### src/rtl/bnn_pkg.sv
package bnn_pkg;
  localparam int unsigned BNN_CH_DEF    = 128;
  localparam int unsigned BNN_ACC_W_DEF = 16;
  localparam int unsigned BNN_THR_W_DEF = 8;

  // Width needed to hold a count from 0 to n inclusive
  function automatic int unsigned cnt_width(input int unsigned n);
    return (n < 2) ? 1 : $clog2(n + 1);
  endfunction

  // Width needed to index n entries
  function automatic int unsigned idx_width(input int unsigned n);
    return (n < 2) ? 1 : $clog2(n);
  endfunction
endpackage

### src/rtl/bnn_popcount.sv
module bnn_popcount #(
  parameter int unsigned N = 128,
  parameter int unsigned W = 8
) (
  input  logic [N-1:0] bits,
  output logic [W-1:0] count
);
  localparam int unsigned LG = (N < 2) ? 1 : $clog2(N);
  localparam int unsigned NP = 1 << LG;

  // Level 0 holds the leaves, level LG the single root
  for (genvar l = 0; l <= LG; l++) begin : g_lvl
    logic [W-1:0] s [NP >> l];
    if (l == 0) begin : g_leaf
      for (genvar g = 0; g < NP; g++) begin : g_bit
        if (g < N) begin : g_real
          assign s[g] = W'(bits[g]);
        end else begin : g_pad
          assign s[g] = '0;
        end
      end
    end else begin : g_node
      for (genvar g = 0; g < (NP >> l); g++) begin : g_add
        assign s[g] = g_lvl[l-1].s[2*g] + g_lvl[l-1].s[2*g+1];
      end
    end
  end

  assign count = g_lvl[LG].s[0];
endmodule

### src/rtl/bnn_acc_bank.sv
module bnn_acc_bank #(
  parameter int unsigned DEPTH = 128,
  parameter int unsigned AW    = 7,
  parameter int unsigned DW    = 16
) (
  input  logic          clk,
  input  logic          rst,
  input  logic          clr,
  input  logic          rd_en,
  input  logic [AW-1:0] rd_addr,
  output logic [DW-1:0] rd_data,
  input  logic          wr_en,
  input  logic [AW-1:0] wr_addr,
  input  logic [DW-1:0] wr_data
);
  logic [DW-1:0]    mem [DEPTH];
  logic [DW-1:0]    rd_q;
  logic [DEPTH-1:0] live;
  logic             rd_live;

  // Plain RAM: registered read, one write port, no reset
  always_ff @(posedge clk) begin
    if (wr_en) mem[wr_addr] <= wr_data;
    if (rd_en) rd_q <= mem[rd_addr];
  end

  // Live flags give a one-cycle bulk clear without touching the RAM
  always_ff @(posedge clk) begin
    if (rst) begin
      live    <= '0;
      rd_live <= 1'b0;
    end else begin
      if (clr)        live <= '0;
      else if (wr_en) live[wr_addr] <= 1'b1;
      if (rd_en)      rd_live <= live[rd_addr];
    end
  end

  assign rd_data = rd_live ? rd_q : '0;

  AST_WRITE_NOT_IN_CLEAR: assert property (@(posedge clk) disable iff (rst)
    clr |-> !wr_en);
endmodule

### src/rtl/bnn_binarizer.sv
module bnn_binarizer #(
  parameter int unsigned CH    = 128,
  parameter int unsigned ACC_W = 16,
  parameter int unsigned THR_W = 8,
  parameter int unsigned SH_W  = 4,
  parameter int unsigned CNT_W = 8,
  parameter int unsigned IDX_W = 7
) (
  input  logic             clk,
  input  logic             rst,
  input  logic [CNT_W-1:0] cfg_out_ch,
  input  logic [SH_W-1:0]  cfg_shift,
  input  logic             thr_fire,
  input  logic [THR_W-1:0] thr_data,
  input  logic [ACC_W-1:0] acc_rd,
  output logic [IDX_W-1:0] rd_idx,
  output logic             busy,
  input  logic             out_ready,
  output logic             out_valid,
  output logic [CH-1:0]    out_data
);
  localparam int unsigned MAX_SH = ACC_W - THR_W;

  logic [SH_W-1:0]  eff_sh;
  logic [ACC_W-1:0] thr_sh;
  logic [IDX_W-1:0] last_idx;
  logic [IDX_W-1:0] t_idx;
  logic             t1_vld;
  logic [IDX_W-1:0] t1_idx;
  logic [ACC_W-1:0] t1_thr;
  logic             ov_q;
  logic [CH-1:0]    bits_q;

  always_comb begin
    eff_sh   = (cfg_shift > SH_W'(MAX_SH)) ? SH_W'(MAX_SH) : cfg_shift;
    thr_sh   = ACC_W'(thr_data) << eff_sh;
    last_idx = IDX_W'(cfg_out_ch - CNT_W'(1));
  end

  always_ff @(posedge clk) begin
    if (rst) begin
      t_idx  <= '0;
      t1_vld <= 1'b0;
      t1_idx <= '0;
      t1_thr <= '0;
      ov_q   <= 1'b0;
      bits_q <= '0;
    end else begin
      t1_vld <= thr_fire;
      if (thr_fire) begin
        t1_idx <= t_idx;
        t1_thr <= thr_sh;
        t_idx  <= (t_idx == last_idx) ? '0 : t_idx + IDX_W'(1);
      end
      if (t1_vld) begin
        bits_q[t1_idx] <= (acc_rd >= t1_thr);
        if (t1_idx == last_idx) ov_q <= 1'b1;
      end
      if (ov_q && out_ready) begin
        ov_q   <= 1'b0;
        bits_q <= '0;
      end
    end
  end

  assign rd_idx    = t_idx;
  assign busy      = ov_q | (t1_vld & (t1_idx == last_idx));
  assign out_valid = ov_q;
  assign out_data  = bits_q;

  AST_OUT_HOLD: assert property (@(posedge clk) disable iff (rst)
    (ov_q && !out_ready) |=> (ov_q && $stable(bits_q)));
  AST_NO_THR_WHILE_HELD: assert property (@(posedge clk) disable iff (rst)
    ov_q |-> !thr_fire);
  AST_UNUSED_ZERO: assert property (@(posedge clk) disable iff (rst)
    ov_q |-> ((bits_q >> cfg_out_ch) == '0));
endmodule

### src/rtl/bnn_xnor_core.sv
module bnn_xnor_core
  import bnn_pkg::*;
#(
  parameter int unsigned CH    = BNN_CH_DEF,
  parameter int unsigned ACC_W = BNN_ACC_W_DEF,
  parameter int unsigned THR_W = BNN_THR_W_DEF,
  localparam int unsigned CNT_W = cnt_width(CH),
  localparam int unsigned IDX_W = idx_width(CH),
  localparam int unsigned SH_W  = cnt_width(ACC_W - THR_W)
) (
  input  logic             clk,
  input  logic             rst,
  input  logic [CNT_W-1:0] cfg_in_ch,
  input  logic [CNT_W-1:0] cfg_out_ch,
  input  logic [SH_W-1:0]  cfg_shift,
  input  logic             in_valid,
  output logic             in_ready,
  input  logic [CH-1:0]    in_data,
  input  logic             w_valid,
  output logic             w_ready,
  input  logic [CH-1:0]    w_data,
  input  logic             acc_clr,
  input  logic             thr_valid,
  output logic             thr_ready,
  input  logic [THR_W-1:0] thr_data,
  output logic             out_valid,
  input  logic             out_ready,
  output logic [CH-1:0]    out_data
);
  logic [CH-1:0]    x_q;
  logic [CH-1:0]    chan_mask;
  logic [CH-1:0]    agree;
  logic [CNT_W-1:0] pc;
  logic             clr_d;
  logic             w_fire, thr_fire;
  logic [IDX_W-1:0] w_idx, last_w, t_idx;
  logic             s1_vld, s1_fwd;
  logic [IDX_W-1:0] s1_idx;
  logic [CNT_W-1:0] s1_pc;
  logic [ACC_W-1:0] s1_fwd_val;
  logic [ACC_W-1:0] acc_rd, base, sum;
  logic [ACC_W:0]   ext;
  logic             rd_en;
  logic [IDX_W-1:0] rd_addr;
  logic             bin_busy;

  // Stationary input vector
  always_ff @(posedge clk) begin
    if (rst)           x_q <= '0;
    else if (in_valid) x_q <= in_data;
  end
  assign in_ready = 1'b1;

  for (genvar g = 0; g < CH; g++) begin : g_mask
    assign chan_mask[g] = (CNT_W'(g) < cfg_in_ch);
  end

  assign agree = ~(w_data ^ x_q) & chan_mask;

  bnn_popcount #(.N(CH), .W(CNT_W)) u_pc (
    .bits  (agree),
    .count (pc)
  );

  // Handshakes: a clear blocks weights for two cycles; thresholds wait
  // until no weight is pending or in flight
  assign w_ready   = ~(acc_clr | clr_d);
  assign w_fire    = w_valid & w_ready;
  assign thr_ready = ~(acc_clr | clr_d | w_valid | s1_vld | bin_busy);
  assign thr_fire  = thr_valid & thr_ready;
  assign last_w    = IDX_W'(cfg_out_ch - CNT_W'(1));

  always_ff @(posedge clk) begin
    if (rst) begin
      clr_d      <= 1'b0;
      w_idx      <= '0;
      s1_vld     <= 1'b0;
      s1_fwd     <= 1'b0;
      s1_idx     <= '0;
      s1_pc      <= '0;
      s1_fwd_val <= '0;
    end else begin
      clr_d  <= acc_clr;
      s1_vld <= w_fire;
      s1_fwd <= w_fire & s1_vld & (s1_idx == w_idx);
      if (w_fire) begin
        s1_idx     <= w_idx;
        s1_pc      <= pc;
        s1_fwd_val <= sum;
      end
      if (acc_clr)     w_idx <= '0;
      else if (w_fire) w_idx <= (w_idx == last_w) ? '0 : w_idx + IDX_W'(1);
    end
  end

  // Accumulate stage: forwarded value covers a write landing on the read edge
  always_comb begin
    base = s1_fwd ? s1_fwd_val : acc_rd;
    ext  = {1'b0, base} + (ACC_W+1)'(s1_pc);
    sum  = ext[ACC_W] ? {ACC_W{1'b1}} : ext[ACC_W-1:0];
  end

  assign rd_en   = w_fire | thr_fire;
  assign rd_addr = w_fire ? w_idx : t_idx;

  bnn_acc_bank #(.DEPTH(CH), .AW(IDX_W), .DW(ACC_W)) u_bank (
    .clk     (clk),
    .rst     (rst),
    .clr     (clr_d),
    .rd_en   (rd_en),
    .rd_addr (rd_addr),
    .rd_data (acc_rd),
    .wr_en   (s1_vld),
    .wr_addr (s1_idx),
    .wr_data (sum)
  );

  bnn_binarizer #(
    .CH(CH), .ACC_W(ACC_W), .THR_W(THR_W),
    .SH_W(SH_W), .CNT_W(CNT_W), .IDX_W(IDX_W)
  ) u_bin (
    .clk        (clk),
    .rst        (rst),
    .cfg_out_ch (cfg_out_ch),
    .cfg_shift  (cfg_shift),
    .thr_fire   (thr_fire),
    .thr_data   (thr_data),
    .acc_rd     (acc_rd),
    .rd_idx     (t_idx),
    .busy       (bin_busy),
    .out_ready  (out_ready),
    .out_valid  (out_valid),
    .out_data   (out_data)
  );

  AST_CLR_STALL: assert property (@(posedge clk) disable iff (rst)
    acc_clr |-> !w_ready);
  AST_READ_EXCL: assert property (@(posedge clk) disable iff (rst)
    !(w_fire && thr_fire));
  AST_NO_OVERFLOW: assert property (@(posedge clk) disable iff (rst)
    s1_vld |-> (sum >= base));
  AST_PC_RANGE: assert property (@(posedge clk) disable iff (rst)
    s1_vld |-> (s1_pc <= cfg_in_ch));
  AST_IDX_RANGE: assert property (@(posedge clk) disable iff (rst)
    CNT_W'(w_idx) < cfg_out_ch);
endmodule

### config.mk
export PLATFORM = sky130hd
export DESIGN_NAME = bnn_xnor_core
export DESIGN_NICKNAME = d
export VERILOG_FILES = /design/src/rtl/bnn_pkg.sv /design/src/rtl/bnn_popcount.sv /design/src/rtl/bnn_acc_bank.sv /design/src/rtl/bnn_binarizer.sv /design/src/rtl/bnn_xnor_core.sv
export SDC_FILE = /design/constraint.sdc
export NUM_CORES = 2
export LEC_CHECK = 0
export BUFFER_PORTS_ARGS = -buffer_cell sky130_fd_sc_hd__buf_2
export CORE_ASPECT_RATIO = 0.7
export CORE_MARGIN = 2
export CORE_UTILIZATION = 62
export CTS_CLUSTER_SIZE = 10
export DETAILED_ROUTE_END_ITERATION = 10
export HOLD_SLACK_MARGIN = 0.08
export PLACE_DENSITY_LB_ADDON = 0.1
export SLEW_MARGIN = 40
export SYNTH_ARGS = -nofsm -noshare
export SYNTH_HDL_FRONTEND = slang
export SYNTH_HIERARCHICAL = 1
export SYNTH_SLANG_ARGS = --single-unit
export TNS_END_PERCENT = 1
### constraint.sdc
create_clock -name clk -period 13.1 [get_ports clk]
set_input_delay 2.62 -clock clk [delete_from_list [all_inputs] [get_ports clk]]
set_output_delay 2.62 -clock clk [all_outputs]
set_load 0.005 [all_outputs]
==> metrics.txt <==
max-slew violation count=0; pwr dens=217 nW/um^2; Die H=between 300 and 400 um; GPL Wtd Cong=between 0.9 and 1; Pwr Total=around 26 mW; first-pass GRT wire length=between 300000 and 400000 um; Mapped Cells=around 6100; Reg clk slew, reported paths=0.06 ns; vias in the first global route=57900; DRC=0; total wire length=267000 um; Post-synth EDFFs=2064; sequential fraction of the synthesis area=slightly below 70%; CTS Buf Count=between 300 and 400; placed cell areas=109000 um^2; Seq pwr share=between 30% and 40%; CTS Hold Buffers Added=0; CP endpoint kind=flip-flop; TNS Setup=0 ns; Layout fillers=10400; critical path class=primary input to flip-flop; core area=~170000 um^2; Synthesized Nets=6598; fin cells=between 9000 and 10000; clk_lat worst skew=around 0.9 ns; Switch Pwr=slightly above 8 mW; via count=approximately 60000; RSZ-0062 raised after global routing=false; Post-CTS Setup Inserts=0; std cell rows=between 100 and 150; Int Pwr=17.3 mW; Avg Synthesized Cell Area=16.9 um^2; top_reg_cell synth=edfxtp_1; Die X=between 400 and 500 um; TritonRoute pass-1 iters=6; Worst Tran Pin Value=roughly 1.0 ns; GRT Overall Usage=31.6%; ys async rst share=0%; final hold vios=0; min cycle time layout=between 10 and 15 ns; Switching Share=between 30% and 40%; clock skew=approximately 0.048 ns; Clk pwr share=around 28%; WP data required=between 10 and 15 ns; final instance area=117000 um^2; DRT iter0 DRCs=between 7000 and 8000; Arr. time, crit path=around 11 ns; post_cts resized=0; initial antenna violation count=12; f_max=97.5 MHz; dpl hpwl=165000 um; Peak VDD IR=around 0.003 V; I/O pin count=about 420; largest net degree at the start of global routing=between 100 and 150; Remaining Overflow, GRT=0; root buffer cell=clkbuf_16; CTS tree=done; full die area=roughly 170000 um^2; IO buf count=420; slew margin rel.=32.5%; vias per cell=6.46; clock sink total=between 2000 and 3000; utilization after layout=~70%; layout cells sized above 1=between 20% and 30%; status=completed; H-tree depth=5; CP max FO=16; post-placement cell count=between 8000 and 9000; Critical Path Start Type=primary input; post-route ant nets=0; Final nets=7190; drt wl/cell=between 20 and 30 um; Post-Syn Area=104000 um^2; library cells used by synthesis=90; Area Overhead vs Synth=13.3%; CTS max path bufs=4; Synth Warn #=6; final setup fails=0; Leakage=approximately 40 nW; combinational power share=a little under two fifths; Max-cap violations=0; Worst Hold Class=flip-flop to flip-flop; fin crit share=about four fifths; Initial Utilization=around 62%; synthesized flop and latch total=between 2000 and 3000
==> cells by family (layout without fill, tap and decap cells) <==
| kind of cell | count (synthesis) | count (layout) | synth area share (%) |
|---|---|---|---|
| flip-flops | 2522 | 2522 | 68.7 |
| AND/OR/NAND/NOR | 1173 | 1173 | 4.92 |
| multiplexers | 826 | 826 | 15.4 |
| AO/OA/AOI/OAI | 702 | 702 | 4.25 |
| buffers and inverters | 566 | 1301 | 2.34 |
| XOR/XNOR | 181 | 181 | 1.56 |
| adder cells (fa/ha/maj) | 168 | 168 | 2.88 |
| other | 1 | 3 | 0.00362 |
==> sequential cells by signal (all words and copies together), names as in the netlist, 7 cells and up <==
name            flops
s1_pc               8
u_bin/out_data    128
s1_idx              7
u_bin/rd_idx        7
u_bin/t1_thr       16
u_bin/t1_idx        7
u_bank/mem       2048
u_bank/live       128
w_idx               7
x_q               128
u_bank/rd_q        16
s1_fwd_val         16
==> critical path: stages <==
cell and delay, ns:
buf_2 0.18, nand2b_1 0.28, nor3_4 0.64, or2_1 0.66, nor2_1 0.16, fa_1 0.56, inv_1 0.08, fa_1 0.40
fa_1 0.52, inv_1 0.06, fa_1 0.66, inv_1 0.10, fa_1 0.56, fa_1 0.55, inv_1 0.05, fa_1 0.47
fa_1 0.54, inv_1 0.05, fa_1 0.52, inv_1 0.07, fa_1 0.49, a211oi_2 0.24, o21bai_1 0.12, a21oi_2 0.16
xnor2_1 0.12, nand2_1 0.06, a21oi_1 0.13
==> power by group through the flow <==
stage	Combinational [mW]	Clock, mW	Sequential, mW
5_1_grt	10.4	7.64	8.87
3_3_place_gp	9.54	0	9.04
2_1_floorplan	7.89	0	9.05
3_5_place_dp	9.43	0	9.04
6_report	9.41	7.22	8.88
4_1_cts	9.53	7.32	8.88
==> through the flow <==
step / hold WS (ns) / setup slack (ns)
floorplan: 0.432 / 3.20
global placement: 0.443 / 2.16
detailed placement: 0.455 / 2.18
CTS: 0.466 / 3.09
global route: 0.478 / 2.69
finish: 0.466 / 2.85
==> metal layers <==
metal	global-route usage (%)	vias to the layer above	routed length [um]
li1	-	24900	-
met5	0	-	47
met2	45.9	3261	120000
met3	8.15	462	31100
met4	8.39	6	6590
met1	48.2	30100	109000
==> final timing paths <==
check               startpoint       end  slack [ns]  depth (start not counted)
setup / recovery  cfg_in_ch[7]  s1_pc[6]        2.85                         27
hold / removal        s1_pc[2]  s1_pc[2]        0.47                          2
setup reg to reg       x_q[67]  s1_pc[6]        5.47                         25
hold reg to reg       s1_pc[2]  s1_pc[2]        0.47                          2
==> cell usage after synthesis (35+ instances only) <==
| cell | count | area [um^2] |
|---|---|---|
| edfxtp_1 | 2064 | 62000 |
| nor2_1 | 732 | 2750 |
| mux4_2 | 608 | 13700 |
| dfxtp_1 | 458 | 9170 |
| a21oi_1 | 228 | 1140 |
| inv_1 | 217 | 815 |
| mux2i_1 | 197 | 1970 |
| clkbuf_1 | 193 | 724 |
| o21ai_0 | 172 | 861 |
| nand2_1 | 168 | 631 |
| xor2_1 | 140 | 1230 |
| fa_1 | 117 | 2340 |
| buf_2 | 84 | 420 |
| a211oi_1 | 66 | 495 |
| nand3_1 | 58 | 290 |
| ha_1 | 51 | 638 |
| nor3_1 | 44 | 220 |
| xnor2_1 | 39 | 342 |
| a221oi_1 | 35 | 307 |
==> placed cells by master (no fill, tap or decap), types with 15 or more instances in the layout <==
cell type / count
a211oi_1: 66
a21oi_1: 222
a221oi_1: 35
a311oi_1: 26
a32oi_1: 17
and2_1: 24
buf_12: 16
buf_2: 418
buf_4: 180
buf_6: 15
clkbuf_1: 133
clkbuf_16: 306
dfxtp_1: 457
edfxtp_1: 2064
fa_1: 117
ha_1: 51
inv_1: 217
mux2_2: 19
mux2i_1: 196
mux4_2: 608
nand2_1: 160
nand3_1: 56
nand4_1: 18
nor2_1: 724
nor2b_1: 17
nor3_1: 39
o21ai_0: 170
o21ai_1: 18
o22ai_1: 34
o32ai_1: 32
xnor2_1: 39
xor2_1: 140
==> cell type report <==
cell class,count,area [um^2],area share [%]
antenna,2,5.00,0.00426
clock buffer,439,8160,6.95
clock inverter,8,108,0.0917
inverter,220,831,0.708
multi-input combinational,3051,30300,25.8
sequential,2522,71100,60.6
tap,2222,2780,2.37
timing repair buffer,634,4030,3.43
(Power assumes the default switching activity.)
